$ cat config.mk
export PLATFORM = sky130hd
export DESIGN_NAME = pos_i2c_target
export DESIGN_NICKNAME = d
export VERILOG_FILES = /design/src/rtl/pit_pkg.sv /design/src/rtl/pit_line_sync.sv /design/src/rtl/pit_byte_engine.sv /design/src/rtl/pit_regs.sv /design/src/rtl/pos_i2c_target.sv
export SDC_FILE = /design/constraint.sdc
export NUM_CORES = 1
export LEC_CHECK = 0
export ABC_AREA = 1
export BUFFER_PORTS_ARGS = -buffer_cell sky130_fd_sc_hd__buf_2
export CAP_MARGIN = 20
export CORE_MARGIN = 3
export CORE_UTILIZATION = 51
export CTS_CLUSTER_DIAMETER = 50
export DETAILED_ROUTE_END_ITERATION = 12
export PLACE_DENSITY = 0.76
export SETUP_SLACK_MARGIN = 0.4
export SYNTH_ARGS = -nofsm -noshare
export SYNTH_HDL_FRONTEND = slang
export SYNTH_SLANG_ARGS = --single-unit
$ cat constraint.sdc
create_clock -name clk -period 2.3 [get_ports clk]
set_clock_uncertainty 0.2 [all_clocks]
set_input_delay 0.115 -clock clk [delete_from_list [all_inputs] [get_ports clk]]
set_output_delay 0.115 -clock clk [all_outputs]
set_load 0.01 [all_outputs]
$ cat src/rtl/pit_pkg.sv
package pit_pkg;

  typedef enum logic [2:0] {
    ST_IDLE,
    ST_ADDR,
    ST_ADDR_ACK,
    ST_WDATA,
    ST_WACK,
    ST_RDATA,
    ST_RACK
  } eng_state_t;

endpackage

$ cat src/rtl/pit_line_sync.sv
module pit_line_sync #(
  parameter int STAGES = 2
) (
  input  logic clk,
  input  logic rst_n,
  input  logic line_i,
  output logic line_s,
  output logic rise,
  output logic fall
);
  logic [STAGES-1:0] pipe;
  logic              prev;

  always_ff @(posedge clk or negedge rst_n) begin
    if (!rst_n) begin
      pipe <= '1;
      prev <= 1'b1;
    end else begin
      pipe <= {pipe[STAGES-2:0], line_i};
      prev <= pipe[STAGES-1];
    end
  end

  assign line_s = pipe[STAGES-1];
  assign rise   = line_s & ~prev;
  assign fall   = ~line_s & prev;
endmodule

$ cat src/rtl/pit_byte_engine.sv
module pit_byte_engine
  import pit_pkg::*;
#(
  parameter logic [6:0] DEV_ADDR = 7'h61
) (
  input  logic       clk,
  input  logic       rst_n,
  input  logic       scl,
  input  logic       sda,
  input  logic       scl_rise,
  input  logic       scl_fall,
  input  logic       sda_rise,
  input  logic       sda_fall,
  input  logic [7:0] rd_byte,
  output logic       sda_oe,
  output eng_state_t state,
  output logic       start_evt,
  output logic       stop_evt,
  output logic       addr_rd_hit,
  output logic       wr_ptr_stb,
  output logic       wr_data_stb,
  output logic [7:0] wr_byte,
  output logic       rd_adv
);
  logic [3:0] bit_cnt;
  logic [7:0] shreg;
  logic [7:0] txreg;
  logic       rw_q;
  logic       first_q;
  logic       nack_q;

  assign start_evt = scl & sda_fall;
  assign stop_evt  = scl & sda_rise;

  always_ff @(posedge clk or negedge rst_n) begin
    if (!rst_n) begin
      state       <= ST_IDLE;
      bit_cnt     <= '0;
      shreg       <= '0;
      txreg       <= '0;
      rw_q        <= 1'b0;
      first_q     <= 1'b0;
      nack_q      <= 1'b0;
      sda_oe      <= 1'b0;
      addr_rd_hit <= 1'b0;
      wr_ptr_stb  <= 1'b0;
      wr_data_stb <= 1'b0;
      wr_byte     <= '0;
      rd_adv      <= 1'b0;
    end else begin
      addr_rd_hit <= 1'b0;
      wr_ptr_stb  <= 1'b0;
      wr_data_stb <= 1'b0;
      rd_adv      <= 1'b0;
      if (start_evt) begin
        state   <= ST_ADDR;
        bit_cnt <= '0;
        sda_oe  <= 1'b0;
      end else if (stop_evt) begin
        state  <= ST_IDLE;
        sda_oe <= 1'b0;
      end else begin
        unique case (state)
          ST_IDLE: ;
          ST_ADDR: begin
            if (scl_rise && bit_cnt < 4'd8) begin
              shreg   <= {shreg[6:0], sda};
              bit_cnt <= bit_cnt + 4'd1;
            end
            if (scl_fall && bit_cnt == 4'd8) begin
              if (shreg[7:1] == DEV_ADDR) begin
                state       <= ST_ADDR_ACK;
                sda_oe      <= 1'b1;
                rw_q        <= shreg[0];
                addr_rd_hit <= shreg[0];
                first_q     <= 1'b1;
              end else begin
                state <= ST_IDLE;
              end
            end
          end
          ST_ADDR_ACK: begin
            if (scl_fall) begin
              bit_cnt <= '0;
              if (rw_q) begin
                state  <= ST_RDATA;
                txreg  <= rd_byte;
                sda_oe <= ~rd_byte[7];
              end else begin
                state  <= ST_WDATA;
                sda_oe <= 1'b0;
              end
            end
          end
          ST_WDATA: begin
            if (scl_rise && bit_cnt < 4'd8) begin
              shreg   <= {shreg[6:0], sda};
              bit_cnt <= bit_cnt + 4'd1;
            end
            if (scl_fall && bit_cnt == 4'd8) begin
              state   <= ST_WACK;
              sda_oe  <= 1'b1;
              wr_byte <= shreg;
              first_q <= 1'b0;
              if (first_q) wr_ptr_stb  <= 1'b1;
              else         wr_data_stb <= 1'b1;
            end
          end
          ST_WACK: begin
            if (scl_fall) begin
              state   <= ST_WDATA;
              sda_oe  <= 1'b0;
              bit_cnt <= '0;
            end
          end
          ST_RDATA: begin
            if (scl_fall) begin
              if (bit_cnt == 4'd7) begin
                state   <= ST_RACK;
                sda_oe  <= 1'b0;
                rd_adv  <= 1'b1;
                bit_cnt <= '0;
              end else begin
                bit_cnt <= bit_cnt + 4'd1;
                txreg   <= {txreg[6:0], 1'b0};
                sda_oe  <= ~txreg[6];
              end
            end
          end
          ST_RACK: begin
            if (scl_rise) nack_q <= sda;
            if (scl_fall) begin
              if (nack_q) begin
                state  <= ST_IDLE;
                sda_oe <= 1'b0;
              end else begin
                state   <= ST_RDATA;
                txreg   <= rd_byte;
                sda_oe  <= ~rd_byte[7];
                bit_cnt <= '0;
              end
            end
          end
          default: state <= ST_IDLE;
        endcase
      end
    end
  end
endmodule

$ cat src/rtl/pit_regs.sv
module pit_regs #(
  parameter int NUM_CFG   = 7,
  parameter int CNT_BYTES = 5,
  parameter int SYNC_BITS = 3,
  parameter int GATE_REG  = 5,
  localparam int CFG_W    = NUM_CFG * 8,
  localparam int CNT_W    = CNT_BYTES * 8
) (
  input  logic                 clk,
  input  logic                 rst_n,
  input  logic                 wr_ptr_stb,
  input  logic                 wr_data_stb,
  input  logic [7:0]           wr_byte,
  input  logic                 rd_adv,
  input  logic                 addr_rd_hit,
  input  logic [CNT_W-1:0]     live_count,
  input  logic [7:0]           live_crc,
  input  logic [SYNC_BITS-1:0] live_sync,
  input  logic [7:0]           chip_rel,
  input  logic [7:0]           err_status,
  output logic [7:0]           rd_byte,
  output logic [CFG_W-1:0]     cfg_q,
  output logic                 pos_en,
  output logic [CNT_W-1:0]     snap_count
);
  localparam int CNT_LO  = NUM_CFG;
  localparam int CRC_AD  = CNT_LO + CNT_BYTES;
  localparam int SYNC_AD = CRC_AD + 1;
  localparam int REL_AD  = SYNC_AD + 2;
  localparam int STAT_AD = REL_AD + 1;

  logic [7:0]           ptr;
  logic [CFG_W-1:0]     cfg_r;
  logic [7:0]           snap_crc;
  logic [SYNC_BITS-1:0] snap_sync;

  assign cfg_q  = cfg_r;
  assign pos_en = cfg_r[GATE_REG*8 + 7];

  always_ff @(posedge clk or negedge rst_n) begin
    if (!rst_n) begin
      ptr   <= '0;
      cfg_r <= '0;
    end else begin
      if (wr_ptr_stb) begin
        ptr <= wr_byte;
      end else if (wr_data_stb) begin
        for (int i = 0; i < NUM_CFG; i++) begin
          if (ptr == 8'(i)) cfg_r[i*8 +: 8] <= wr_byte;
        end
        ptr <= ptr + 8'd1;
      end else if (rd_adv) begin
        ptr <= ptr + 8'd1;
      end
    end
  end

  always_ff @(posedge clk or negedge rst_n) begin
    if (!rst_n) begin
      snap_count <= '0;
      snap_crc   <= '0;
      snap_sync  <= '0;
    end else if (addr_rd_hit && pos_en) begin
      snap_count <= live_count;
      snap_crc   <= live_crc;
      snap_sync  <= live_sync;
    end
  end

  always_comb begin
    rd_byte = '0;
    for (int i = 0; i < NUM_CFG; i++) begin
      if (ptr == 8'(i)) rd_byte = cfg_r[i*8 +: 8];
    end
    if (pos_en) begin
      for (int k = 0; k < CNT_BYTES; k++) begin
        if (ptr == 8'(CNT_LO + k)) rd_byte = snap_count[(CNT_BYTES-1-k)*8 +: 8];
      end
      if (ptr == 8'(CRC_AD))  rd_byte = snap_crc;
      if (ptr == 8'(SYNC_AD)) rd_byte = 8'(snap_sync);
    end
    if (ptr == 8'(REL_AD))  rd_byte = chip_rel;
    if (ptr == 8'(STAT_AD)) rd_byte = err_status;
  end
endmodule

$ cat src/rtl/pos_i2c_target.sv
module pos_i2c_target
  import pit_pkg::*;
#(
  parameter logic [6:0] DEV_ADDR    = 7'h61,
  parameter int         NUM_CFG     = 7,
  parameter int         CNT_BYTES   = 5,
  parameter int         SYNC_BITS   = 3,
  parameter int         SYNC_STAGES = 2
) (
  input  logic                   clk,
  input  logic                   rst_n,
  input  logic                   scl_i,
  input  logic                   sda_i,
  output logic                   sda_oe,
  input  logic [CNT_BYTES*8-1:0] live_count,
  input  logic [7:0]             live_crc,
  input  logic [SYNC_BITS-1:0]   live_sync,
  input  logic [7:0]             chip_rel,
  input  logic [7:0]             err_status,
  output logic [NUM_CFG*8-1:0]   cfg_q,
  output logic                   pos_en
);
  localparam int LINES = 2;

  logic [LINES-1:0] raw_l, sync_l, rise_l, fall_l;
  assign raw_l = {scl_i, sda_i};

  for (genvar g = 0; g < LINES; g++) begin : g_sync
    pit_line_sync #(.STAGES(SYNC_STAGES)) sync_i (
      .clk(clk), .rst_n(rst_n), .line_i(raw_l[g]),
      .line_s(sync_l[g]), .rise(rise_l[g]), .fall(fall_l[g])
    );
  end

  eng_state_t             eng_state;
  logic                   start_evt, stop_evt, addr_rd_hit;
  logic                   wr_ptr_stb, wr_data_stb, rd_adv;
  logic [7:0]             wr_byte, rd_byte;
  logic [CNT_BYTES*8-1:0] snap_count;

  pit_byte_engine #(.DEV_ADDR(DEV_ADDR)) eng_i (
    .clk(clk), .rst_n(rst_n),
    .scl(sync_l[1]), .sda(sync_l[0]),
    .scl_rise(rise_l[1]), .scl_fall(fall_l[1]),
    .sda_rise(rise_l[0]), .sda_fall(fall_l[0]),
    .rd_byte(rd_byte), .sda_oe(sda_oe), .state(eng_state),
    .start_evt(start_evt), .stop_evt(stop_evt), .addr_rd_hit(addr_rd_hit),
    .wr_ptr_stb(wr_ptr_stb), .wr_data_stb(wr_data_stb),
    .wr_byte(wr_byte), .rd_adv(rd_adv)
  );

  pit_regs #(.NUM_CFG(NUM_CFG), .CNT_BYTES(CNT_BYTES), .SYNC_BITS(SYNC_BITS)) regs_i (
    .clk(clk), .rst_n(rst_n),
    .wr_ptr_stb(wr_ptr_stb), .wr_data_stb(wr_data_stb), .wr_byte(wr_byte),
    .rd_adv(rd_adv), .addr_rd_hit(addr_rd_hit),
    .live_count(live_count), .live_crc(live_crc), .live_sync(live_sync),
    .chip_rel(chip_rel), .err_status(err_status),
    .rd_byte(rd_byte), .cfg_q(cfg_q), .pos_en(pos_en), .snap_count(snap_count)
  );
endmodule

==> run_results.csv <==
group,metric,value,unit
run_status,status,"finished with violations",
worst_setup_path,r2r_end,"eng_i.txreg[4]$_DFFE_PN0P_",
logic_synthesis,ys.flop_type,"dfrtp_1",
floorplanning,initial_core_util,52.5,%
power,power_frac_comb,9.6,%
sta,period_share,121,%
worst_setup_path,path_class,"flop to flop",
power,irDropWorstVdd,0.000630,V
detailed_routing,drtAntennaViolNets,0,
worst_setup_path,end_kind,"flop",
worst_setup_path,cp_cell_sequence,"nor2_4, nand2_4, buf_6, nor2_4, buf_4, buf_6, nand3_2, nand3_2, o211ai_1, nand3_1, nand2_1, nand2_2, nand2_1, nand3_2, a21boi_2, o21bai_1, nand2_1, nand2_1, nand2_1, nand2_1, nand2_1, nand2_1",
clock_network,cts_tree,"yes",
floorplanning,ios,129,
sta,rsz0062_at_grt,"yes",
placement,dpl.hpwl,16500,um
floorplanning,core_area,0.0153,mm^2
clock_network,h-tree-depth,4,
global_routing,top_usage_layer,"met2",
worst_hold_path,hold_path_class,"primary input to async pin",
worst_setup_path,r2r_start,"regs_i.ptr[6]$_DFFE_PN0P_",
sta,timing.final.crit_period,2.79,ns
power,switching_power,0.00154,W
power,swShare,24.4,%
floorplanning,die_h,131,um
logic_synthesis,syn-num-nets,1052,
final_layout,fin_util,78.2,%
power,p_leak,5.97,nW
power,internal-power,0.00476,W
logic_synthesis,synth_cells,975,
worst_setup_path,crit_required,2.46,ns
clock_network,clk_latency,0.43,ns
power,power_frac_clock,41.5,%
worst_setup_path,critPathBufInv,3,
global_routing,grt_pass1_vias,8268,
logic_synthesis,synth_edf_count,0,
placement,placed_area,0.00959,mm^2
detailed_routing,drt-pass1-iter-count,6,
worst_setup_path,crit_arrival,2.95,ns
detailed_routing,drt_iter0_drc,833,
logic_synthesis,seq_area_frac_synth,49.8,%
sta,hold_viol,0,
global_routing,grt_max_degree,58,
final_layout,nets,1381,
logic_synthesis,synth.ff_latch_count,159,
global_routing,grt_first_pass_wirelength,42900,um
clock_network,cts.path.max_buffers,2,
logic_synthesis,synthArstFlopShare,100,%
clock_network,clock-sinks,159,
logic_synthesis,yosysUniqueCellTypes,42,
floorplanning,die_w,131,um
sta,setup-violations-final,8,
floorplanning,die_area,0.0172,mm^2
final_layout,fin_cells,1529,
worst_setup_path,ff2ff_path_depth,22,
global_routing,use_met1,38.5,%
final_layout,area.growth.synth_to_final,49.0,%
logic_synthesis,synth_top_area_cell,"dfrtp_1",
run_status,violations,"negative setup slack",
global_routing,overflow,0,
worst_setup_path,critPathLaunchType,"flop",
logic_synthesis,synth.avg_cell_area,8.22,um^2
placement,dp.cells,1383,
worst_setup_path,cp-startpoint,"regs_i.ptr[6]$_DFFE_PN0P_",
floorplanning,core.rowCount,45,
global_routing,antenna_found_initial,1,
detailed_routing,vias_per_cell,5.60,
sta,fmax,0.359,GHz
sta,hold_ws,0.0177,ns
worst_setup_path,crit_family,"simple AND/OR/NAND/NOR gates",
job,maxCapViolations,0,
detailed_routing,dr_total_vias,8556,
power,power_frac_seq,48.9,%
worst_setup_path,crit_top_cell,"nand2_1",
clock_network,cts.clk_slew.worst_paths,0.06,ns
clock_network,cts_buffers,17,
power,pwr_density_cell,527,mW/mm^2
worst_setup_path,rrSetupSlack,-0.49,ns
placement,numPortBuffers,128,
logic_synthesis,synthTopCellsByArea,"dfrtp_1 (48%), nand2_1 (12%), o21ai_0 (6.6%), mux2_2 (6.3%), inv_1 (4.2%)",
logic_synthesis,yosys_warnings,0,
global_routing,grt_use_met3,6.55,%
sta,maxSlewViolCount,0,
sta,setup_slack,-0.487,ns
final_layout,stdcell_area,0.0119,mm^2
global_routing,gr-usage-met2,52.9,%
worst_setup_path,cp_slowest_cell,"dfrtp_1",
clock_network,clockRootBuffer,"clkbuf_16",
sta,slew-limit-headroom,60.9,%
worst_setup_path,cpPeakStageDelay,0.41,ns
final_layout,drive_gt1_share,40.7,%
detailed_routing,post-route-drc-count,0,
global_routing,grt_usage,31.1,%
detailed_routing,wl_per_cell,18.7,um
worst_setup_path,critPathMaxFanout,6,
sta,worstMarginPinSlew,0.586,ns
logic_synthesis,synth_top_area_share,47.8,%
detailed_routing,drt-total-wl,28500,um
logic_synthesis,syn_area,0.00801,mm^2
placement,gp_congestion,0.963,
## kinds of logic after synthesis
group | after synthesis | synth area share, %
simple gates | 448 | 24.3
mux | 45 | 6.33
flops | 159 | 49.8
buf+inv | 128 | 6.36
fa+ha+maj | 6 | 0.937
xor+xnor | 2 | 0.219
compound gates | 187 | 12.1
## worst max path at each step
stage	end	slack, ns	cells after the start
finish	eng_i.txreg[4]$_DFFE_PN0P_	-0.49	22
global route	eng_i.txreg[1]$_DFFE_PN0P_	-0.71	25
CTS	eng_i.txreg[6]$_DFFE_PN0P_	-0.33	21
detailed placement	eng_i.txreg[5]$_DFFE_PN0P_	-0.42	23
global placement	eng_i.txreg[6]$_DFFE_PN0P_	-0.41	19
floorplan	eng_i.txreg[5]$_DFFE_PN0P_	0.03	24
## timing repair
item,CTS,global route
endpoints found under the hold margin,214,0
pin swaps,36,26
setup endpoints to repair,68,95
gates cloned,2,6
gates resized for setup,108,182
setup buffers,26,9
hold buffers,70,0
## cell usage after synthesis, types with 7 or more instances
cell type,instances
a21oi_1,59
clkbuf_1,20
dfrtp_1,153
inv_1,89
inv_2,7
mux2_2,45
nand2_1,262
nand3_1,44
nand4_1,9
nor2_1,84
nor3_1,11
o21ai_0,106
o21ai_1,9
or2_2,16
## layer usage
metal,vias to the layer above,share of wire [%],wire length (um)
met1,4085,38,10800
met3,134,7.5,2130
met4,0,5.0,1430
met5,-,0,0
met2,513,50,14200
li1,3824,-,-
## per-stage QoR
stage	setup WS [ns]	power, W	TNS (ns)
after global placement	-0.408	0.00354	-2.26
after global routing	-0.709	0.00653	-4.91
after CTS	-0.329	0.00627	-2.39
after detailed placement	-0.417	0.00356	-2.56
after floorplan	0.0259	0.00332	0
final	-0.487	0.00630	-3.46
## cells in the final DEF, fill, tap and decap left out, drive strengths merged, types with 9 or more instances in the layout
master	netlist	layout
a21oi	59	59
clkinv	5	9
nor3	14	14
buf	7	266
nand2	265	265
clkbuf	20	25
inv	96	97
or2	19	19
nand4	9	9
dfrtp	153	153
nand3	44	44
mux2	45	45
o21ai	115	115
dlygate4sd3	0	70
nor2	92	92
## registers in the layout, indices dropped and copies added, names as in the netlist
register / count
eng_i.addr_rd_hit: 1
eng_i.bit_cnt: 4
eng_i.first_q: 1
eng_i.nack_q: 1
eng_i.rd_adv: 1
eng_i.rw_q: 1
eng_i.sda_oe: 1
eng_i.shreg: 8
eng_i.state: 3
eng_i.txreg: 7
eng_i.wr_byte: 8
eng_i.wr_data_stb: 1
eng_i.wr_ptr_stb: 1
g_sync.sync_i.pipe: 4
g_sync.sync_i.prev: 2
regs_i.cfg_q: 56
regs_i.ptr: 8
regs_i.snap_count: 40
regs_i.snap_crc: 8
regs_i.snap_sync: 3
## final cells by class
class                           instances  area (um^2)
Multi-Input combinational cell        688         4130
Sequential cell                       159         3990
Fill cell                             921         3320
Timing Repair Buffer                  337         2620
Clock buffer                           24          462
Inverter                              101          394
Tap cell                              211          264
Clock inverter                          8         70.1
Antenna cell                            1         2.50
## power by group through the flow
stage / logic (W) / clock network, W / registers (W)
finish: 0.000603 / 0.00261 / 0.00308
floorplan: 0.000239 / 0 / 0.00308
detailed placement: 0.000448 / 0 / 0.00311
global placement: 0.000437 / 0 / 0.00311
global route: 0.000680 / 0.00276 / 0.00310
CTS: 0.000572 / 0.00263 / 0.00306
## worst register-to-register path, stage by stage (launching register included)
cell and delay (ns):
dfrtp_1 0.41, nor2_4 0.16, nand2_4 0.12, buf_6 0.14
nor2_4 0.16, buf_4 0.15, buf_6 0.10, nand3_2 0.08
nand3_2 0.09, o211ai_1 0.14, nand3_1 0.11, nand2_1 0.08
nand2_2 0.07, nand2_1 0.07, nand3_2 0.09, a21boi_2 0.06
o21bai_1 0.17, nand2_1 0.07, nand2_1 0.07, nand2_1 0.06
nand2_1 0.06, nand2_1 0.04, nand2_1 0.05
No activity file was read; power rests on OpenSTA's default activity.
